$ cat config.mk
export PLATFORM = sky130hd
export DESIGN_NAME = frecpx_unit
export DESIGN_NICKNAME = d
export VERILOG_FILES = /design/src/rtl/frecpx_pkg.sv /design/src/rtl/frecpx_classify.sv /design/src/rtl/frecpx_lane.sv /design/src/rtl/frecpx_unit.sv
export SDC_FILE = /design/constraint.sdc
export NUM_CORES = 1
export LEC_CHECK = 0
export BUFFER_PORTS_ARGS = -buffer_cell sky130_fd_sc_hd__buf_2
export CAP_MARGIN = 20
export CORE_MARGIN = 4
export CORE_UTILIZATION = 47
export CTS_CLUSTER_DIAMETER = 60
export CTS_CLUSTER_SIZE = 40
export DETAILED_ROUTE_END_ITERATION = 8
export GPL_TIMING_DRIVEN = 1
export PLACE_DENSITY = 0.94
export RECOVER_POWER = 25
export SLEW_MARGIN = 10
export SYNTH_ARGS = -nofsm -noshare
export SYNTH_HDL_FRONTEND = slang
export SYNTH_SLANG_ARGS = --single-unit
$ cat constraint.sdc
create_clock -name clk -period 4 [get_ports clk]
set_input_delay 0.8 -clock clk [delete_from_list [all_inputs] [get_ports clk]]
set_output_delay 0.8 -clock clk [all_outputs]
set_load 0.02 [all_outputs]
$ cat src/rtl/frecpx_pkg.sv
// Package: shared widths and the precision encoding for the
// reciprocal exponent unit. Assumes IEEE-style binary layouts.
package frecpx_pkg;

    localparam int DATA_W   = 64;
    localparam int N_FMT    = 3;

    typedef enum logic [1:0] {
        FMT_HALF   = 2'd0,
        FMT_SINGLE = 2'd1,
        FMT_DOUBLE = 2'd2,
        FMT_RSVD   = 2'd3
    } prec_e;

    // Exponent and fraction widths per lane index (0 half, 1 single, 2 double)
    function automatic int exp_width(input int idx);
        return (idx == 0) ? 5 : (idx == 1) ? 8 : 11;
    endfunction

    function automatic int frac_width(input int idx);
        return (idx == 0) ? 10 : (idx == 1) ? 23 : 52;
    endfunction

endpackage

$ cat src/rtl/frecpx_classify.sv
// Module: frecpx_classify
// Splits one operand of a given layout into fields and classifies it.
// Assumes sign at the top bit, exponent below it, fraction at the bottom.
// Flushing only changes the class of a subnormal, since no fraction
// bit reaches the result of a non-NaN operand.
module frecpx_classify #(
    parameter int EXP_W  = 8,
    parameter int FRAC_W = 23,
    localparam int W     = 1 + EXP_W + FRAC_W
) (
    input  logic [W-1:0]      x,
    input  logic              flush_en,
    output logic              sign,
    output logic [EXP_W-1:0]  expo,
    output logic [FRAC_W-1:0] frac,
    output logic              is_nan,
    output logic              is_snan,
    output logic              is_zero_cls,
    output logic              is_subn_kept
);

    logic exp_all_ones;
    logic exp_all_zero;
    logic frac_nonzero;

    // Field extraction and class detection
    always_comb begin
        sign         = x[W-1];
        expo         = x[W-2:FRAC_W];
        frac         = x[FRAC_W-1:0];
        exp_all_ones = &expo;
        exp_all_zero = ~|expo;
        frac_nonzero = |frac;
        is_nan       = exp_all_ones & frac_nonzero;
        is_snan      = is_nan & ~frac[FRAC_W-1];
        is_zero_cls  = exp_all_zero & (~frac_nonzero | flush_en);
        is_subn_kept = exp_all_zero & frac_nonzero & ~flush_en;
    end

endmodule

$ cat src/rtl/frecpx_lane.sv
// Module: frecpx_lane
// Produces the reciprocal exponent result for one precision.
// Assumes the caller selects which lane's result is used.
module frecpx_lane #(
    parameter int EXP_W  = 8,
    parameter int FRAC_W = 23,
    localparam int W     = 1 + EXP_W + FRAC_W
) (
    input  logic [W-1:0] x,
    input  logic         dflt_nan_en,
    input  logic         flush_en,
    output logic [W-1:0] res,
    output logic         inv
);

    localparam logic [EXP_W-1:0]  EXP_ONES  = '1;
    localparam logic [EXP_W-1:0]  EXP_MAXF  = EXP_ONES - 1'b1;
    localparam logic [FRAC_W-1:0] QBIT      = {1'b1, {(FRAC_W-1){1'b0}}};
    localparam logic [FRAC_W-1:0] FRAC_ZERO = '0;

    logic              sign;
    logic [EXP_W-1:0]  expo;
    logic [FRAC_W-1:0] frac;
    logic              is_nan;
    logic              is_snan;
    logic              is_zero_cls;
    logic              is_subn_kept;

    frecpx_classify #(
        .EXP_W  (EXP_W),
        .FRAC_W (FRAC_W)
    ) u_cls (
        .x            (x),
        .flush_en     (flush_en),
        .sign         (sign),
        .expo         (expo),
        .frac         (frac),
        .is_nan       (is_nan),
        .is_snan      (is_snan),
        .is_zero_cls  (is_zero_cls),
        .is_subn_kept (is_subn_kept)
    );

    // Result composition: NaN handling first, then exponent substitution
    always_comb begin
        inv = is_snan;
        if (is_nan) begin
            if (dflt_nan_en) begin
                res = {1'b0, EXP_ONES, QBIT};
            end else begin
                res = {sign, expo, frac | QBIT};
            end
        end else if (is_zero_cls | is_subn_kept) begin
            res = {sign, EXP_MAXF, FRAC_ZERO};
        end else begin
            res = {sign, ~expo, FRAC_ZERO};
        end
    end

endmodule

$ cat src/rtl/frecpx_unit.sv
// Module: frecpx_unit (top)
// Reciprocal exponent unit for half, single and double precision.
// Three lanes work in parallel, a format mux picks one, and a single
// output register holds the result. Assumes narrow operands are
// right-aligned in opnd. Reset is synchronous, active low.
module frecpx_unit
    import frecpx_pkg::*;
(
    input  logic              clk,
    input  logic              rst_n,
    input  logic [1:0]        fmt,
    input  logic [DATA_W-1:0] opnd,
    input  logic              dflt_nan_en,
    input  logic              flush_en,
    output logic [DATA_W-1:0] result,
    output logic              invalid
);

    logic [DATA_W-1:0] lane_res [N_FMT];
    logic [N_FMT-1:0]  lane_inv;
    logic [DATA_W-1:0] sel_res;
    logic              sel_inv;

    for (genvar g = 0; g < N_FMT; g++) begin : g_lane
        localparam int EW = exp_width(g);
        localparam int FW = frac_width(g);
        localparam int LW = 1 + EW + FW;

        logic [LW-1:0] lr;

        frecpx_lane #(
            .EXP_W  (EW),
            .FRAC_W (FW)
        ) u_lane (
            .x           (opnd[LW-1:0]),
            .dflt_nan_en (dflt_nan_en),
            .flush_en    (flush_en),
            .res         (lr),
            .inv         (lane_inv[g])
        );

        assign lane_res[g] = DATA_W'(lr);
    end

    // Format select; the reserved code falls back to double
    always_comb begin
        unique case (prec_e'(fmt))
            FMT_HALF:   begin sel_res = lane_res[0]; sel_inv = lane_inv[0]; end
            FMT_SINGLE: begin sel_res = lane_res[1]; sel_inv = lane_inv[1]; end
            default:    begin sel_res = lane_res[2]; sel_inv = lane_inv[2]; end
        endcase
    end

    // Output register with synchronous reset
    always_ff @(posedge clk) begin
        if (!rst_n) begin
            result  <= '0;
            invalid <= 1'b0;
        end else begin
            result  <= sel_res;
            invalid <= sel_inv;
        end
    end

endmodule

=== Yosys cells after proc, flatten, opt, wreduce, memory -nomap -nowiden ===
Index checks and enable logic that the tools add are counted.

* Flip-flop bits (word level): 65
* Logic and storage cells: 58
* Output and inout bits: 65

* Muxes and demuxes: 11
* Equality and inequality tests: 1
* Reduce and logical (&&, ||, !) cells: 13
* Bitwise operators: 31

{| class="wikitable"
|+ Operators by type and width
! kind !! number
|-
| 64-bit two-way mux || 2
|-
| 64-bit one-hot mux with 2 select lines || 1
|-
| 32-bit two-way mux || 2
|-
| 63-bit two-way mux || 1
|-
| 52-bit OR reduction || 1
|-
| 16-bit two-way mux || 2
|-
| 31-bit two-way mux || 1
|-
| 23-bit OR reduction || 1
|-
| 1-bit AND || 15
|-
| 15-bit two-way mux || 1
|-
| 11-bit inverter || 1
|-
| 11-bit AND reduction || 1
|-
| 11-bit OR reduction || 1
|-
| 10-bit OR reduction || 1
|-
| 8-bit inverter || 1
|-
| 8-bit AND reduction || 1
|-
| 8-bit OR reduction || 1
|-
| 1-bit inverter || 7
|-
| 1-bit bitwise OR || 6
|-
| 5-bit inverter || 1
|-
| 5-bit AND reduction || 1
|-
| 5-bit OR reduction || 1
|-
| 1-bit logical NOT || 3
|-
| 2-bit by 1-bit equality test with 1-bit output, second input constant || 1
|-
| other kinds (2) || 2
|}

=== Depth between registers and ports, before layout ===
* Depth after elaboration: 8
* Gate-level depth with buffers: 7

=== Modules after synthesis ===
Synthesis repeated with hierarchy kept, for this count alone.

* Cell total of the unflattened synthesis: 521
* Area total of the unflattened synthesis: 4732.0 um^2

{| class="wikitable"
|+ By module, submodules not included
! module !! cells each !! instances !! area an instance (um^2)
|-
| frecpx_unit || 217 || 1 || 2459.9
|-
| frecpx_classify at g_lane[2].u_lane.u_cls || 94 || 1 || 703.2
|-
| frecpx_lane at g_lane[2].u_lane || 73 || 1 || 531.8
|-
| frecpx_classify at g_lane[1].u_lane.u_cls || 51 || 1 || 380.4
|-
| frecpx_lane at g_lane[1].u_lane || 38 || 1 || 291.5
|-
| frecpx_classify at g_lane[0].u_lane.u_cls || 28 || 1 || 210.2
|-
| frecpx_lane at g_lane[0].u_lane || 20 || 1 || 155.1
|}

=== Worst setup path after synthesis ===
Ideal clock, no wire load.

* Path type: input -> register
* From: input opnd[0]
* To: register result[55]
* Data required time: 3.859 ns
* Slack: 1.581 ns
* Stages: 7
* Arrival time: 2.278 ns
* Setup time: 0.141 ns
* Cells stage by stage: nor4_2 nand4_2 or4_1 buf_2 nand2b_4 buf_12 a21oi_2

* Word-level cells in the longest chain between the ends: 8
* Elaborated cells on any way between the ends: 11

{| class="wikitable"
|+ RTL lines
! element !! RTL line !! RTL
|-
| start, declared || frecpx_unit.sv:12 || <nowiki>input logic [DATA_W-1:0] opnd,</nowiki>
|-
| 52-bit OR reduction (*) || frecpx_classify.sv:33 || <nowiki>frac_nonzero = |frac;</nowiki>
|-
| 1-bit inverter || frecpx_classify.sv:36 || <nowiki>is_zero_cls = exp_all_zero & (~frac_nonzero | flush_en);</nowiki>
|-
| 1-bit bitwise OR || frecpx_classify.sv:36 ||
|-
| 1-bit AND || frecpx_classify.sv:36 ||
|-
| 1-bit bitwise OR || frecpx_lane.sv:53 || <nowiki>end else if (is_zero_cls | is_subn_kept) begin</nowiki>
|-
| 63-bit two-way mux || frecpx_lane.sv:53 ||
|-
| 64-bit two-way mux (*) || frecpx_lane.sv:47 || <nowiki>if (is_nan) begin</nowiki>
|-
| 64-bit one-hot mux with 2 select lines (*) || frecpx_unit.sv:47 || <nowiki>unique case (prec_e'(fmt))</nowiki>
|-
| end signal, assigned || frecpx_unit.sv:60 || <nowiki>result <= sel_res;</nowiki>
|-
| end, declared || frecpx_unit.sv:15 || <nowiki>output logic [DATA_W-1:0] result,</nowiki>
|}

Mark *: on every way between the ends. The rest lies on a longest branch, timed or not.
A chain may end at the register's enable or synchronous reset.

=== Worst setup path in the final report ===
* From: input opnd[0]
* To: register result[53]

Same word-level chain as after synthesis.

==> results.md <==
* Leakage Power at between 1.5 and 2 nW
* Status: finished, final reports clean
* Area growth, synth to finish at 36.4%
* Seq cells post-synth at 65
* WHS Endpoint: result[56]
* Pre-CTS WS at about 1.2 ns
* Post-DR wirelength/cell at approximately 15 um
* Layout Nets at ~440
* Clk buf depth at 2
* Largest net degree at the start of global routing at 20
* Number of fill cells at 446
* RSZ-0062 raised after global routing: no
* CTS Buf Count at 9
* Crit. End Element: register
* Worst ir drop on vdd at roughly 0.00022 V
* Area of the multi-input gates at about 1100 sq um
* Core area at about 4900 sq um
* Layout cell share with drive strength beyond 1 at 0.369
* Biggest area consumer among synthesized cells: dfxtp_1
* Die Ht at around 80 um
* Max Slew Vio Count at 0
* Via count at between 2,000 and 2,500
* Smallest setup slack after layout at ~1.6 ns
* Hpwl dp at 5240 um
* WS Path Type: input port to register
* Least-Margin Pin Slew at approximately 0.57 ns
* Overflow after GRT at 0
* Residual DRC at 0
* Inst Count DP at 428
* RePlAce Congestion at between 0.7 and 0.8
* Crit path max fanout at 13
* Sequential area share after synthesis at 0.533
* Slew HR at 0.619
* DRT Pass-1 Iters at 4
* Hold depth at 2
* CP Cell Sequence: buf_2 -> nor4_2 -> nand4_2 -> or4_1 -> nand2b_4 -> a21oi_1
* Final Util at 0.682
* Power per cell area at 404 nW/um^2
* Worst Hold Slack at approximately 0.66 ns
* Area of the mapped netlist at approximately 2400 sq um
* Yosys warns at 0
* Post-CTS Hold Fix Bufs at 0
* Fmax at a little over 400 MHz
* Slowest library cell on the worst path: or4_1
* Root buffer cell: clkbuf_8
* Worst hold path type: input port to register
* Final min period at 2.43 ns
* Synth cell types at between 40 and 50
* Vias in the first global route at 2,189
* Sink Count at between 60 and 70
* Post-CTS setup buffer count at 0
* Top cell type's share of synthesized area at 0.533
* Iteration-0 DRC Markers at 110
* Post-CTS Resized at 0
* Startpoint type of the worst setup path: input port
* Cell area after layout at about 3300 sq um
* Slowest cell delay on critical path at between 0.7 and 0.8 ns
* CTS tree: yes
* Net Count, Synth at approximately 310
* FF+latch area at ~1300 sq um
* Syn_area_per_cell at approximately 10 sq um
* CTS H-Tree Depth at 3
* Non-Filler Instances at 444
* Global-route wire length before repair at 10,100 um
* Cell Area, Placed at approximately 3200 sq um
* Row count at 25
* Power Total at between 1 and 1.5 mW
* Worst-path clk slew at approximately 0.07 ns
* Maxcap violations at 0
* Fin. Hold Viols at 0
* Gr usage total at 0.206
* Via density at between 5 and 6
* Synth Instances at around 240
* IO buf count at ~130
* Worst Hold Launch: opnd[56]
* Setup Viol. Count Final at 0
* Post-route ant nets at 0
* Arr. time, crit path at about 2.6 ns
* Final period util at 0.607
* Setup TNS at 0 ns
* Diode count at 0
* Initial Util at 0.500
* Die Footprint at 6410 sq um
* Worst EP required at about 4.2 ns
* Die width at 80.1 um
* I/O Pins at ~140
* Initial antenna violation count at 0
* Ranking of synthesized cells by area: dfxtp_1 53%, and2_1 9.2%, a21oi_2 3.2%
* DRT Wirelength at between 6000 and 7000 um
## worst max-delay path by stage
| stage | endpoint | start | cells past startpoint |
|---|---|---|---|
| finish | result[53] | opnd[0] | 6 |
| global route | result[53] | opnd[23] | 6 |
| CTS | result[53] | opnd[0] | 6 |
| detailed placement | result[53] | opnd[0] | 6 |
| global placement | result[63] | opnd[0] | 6 |
| floorplan | result[55] | opnd[0] | 7 |
## Yosys cell counts
cell type  count
nand3_1        6
a21boi_0       2
nor4_1        11
o22ai_1        1
a32o_1         1
and2_1        36
a21oi_2        9
nor4_2         2
a2bb2oi_1      1
or3_1          1
nand4_4        1
o2111a_1       1
and4_1         1
nor2b_1        2
a31oi_1        1
a21oi_1       13
clkbuf_1       7
o2111ai_1      1
o211a_1        1
nand2_1       11
o22a_1         7
nand4_1        6
o31ai_1        1
nor3_1         2
nor4_4         2
a31o_2         1
nor3_2         1
o31a_1         1
o21a_1         6
dfxtp_1       65
or4_1          2
or4b_2         1
o211ai_1       1
buf_2          1
inv_1          3
a32oi_1        4
nand2b_4       1
and3_1         1
nand4_2        1
o41ai_2        1
nor2_1        12
o21ai_0        5
buf_12         1
## cell usage in the layout (no fill, tap or decap), types with 9 or more instances in the layout
cell type	n
nand2_1	11
buf_2	101
a21oi_1	13
nor4_1	11
dfxtp_1	65
and2_1	36
nor2_1	12
clkbuf_1	32
clkbuf_8	12
a21oi_2	9
## flip-flops by register name (all words and copies together) (netlist names)
register / flops
invalid: 1
result: 64
## layer usage
layer	routed length, um	track usage	vias up
li1	-	-	1134
met1	2600	0.227	1018
met2	3270	0.360	121
met3	596	0.0504	19
met4	209	0.117	0
met5	0	0	-
## cell families after synthesis
logic type	synth area share
simple gates	0.263
flops	0.533
compound gates	0.178
buf+inv	0.0256
## worst max-delay path: cells and delay by family
family / cells / cell delay (ns)
AND/OR/NAND/NOR: 4 / 1.60
AO/OA/AOI/OAI: 1 / 0.11
buffers and inverters: 1 / 0.10
## layout make-up
| class | count | share of cell area |
|---|---|---|
| well taps | 67 | 0.0252 |
| inverters | 3 | 0.00338 |
| clock inverters | 4 | 0.0150 |
| multi-input cells | 158 | 0.324 |
| repair buffers | 135 | 0.192 |
| clock buffers | 12 | 0.0496 |
| flip-flops and latches | 65 | 0.391 |
## where the power goes
part | leakage, nW | internal [mW] | total (mW) | switching (mW)
combinational | 0.889 | 0.0437 | 0.108 | 0.0641
clock | 0.105 | 0.338 | 0.580 | 0.243
sequential | 0.527 | 0.656 | 0.658 | 0.00196
total | 1.52 | 1.04 | 1.35 | 0.309
(Power assumes the default switching activity.)
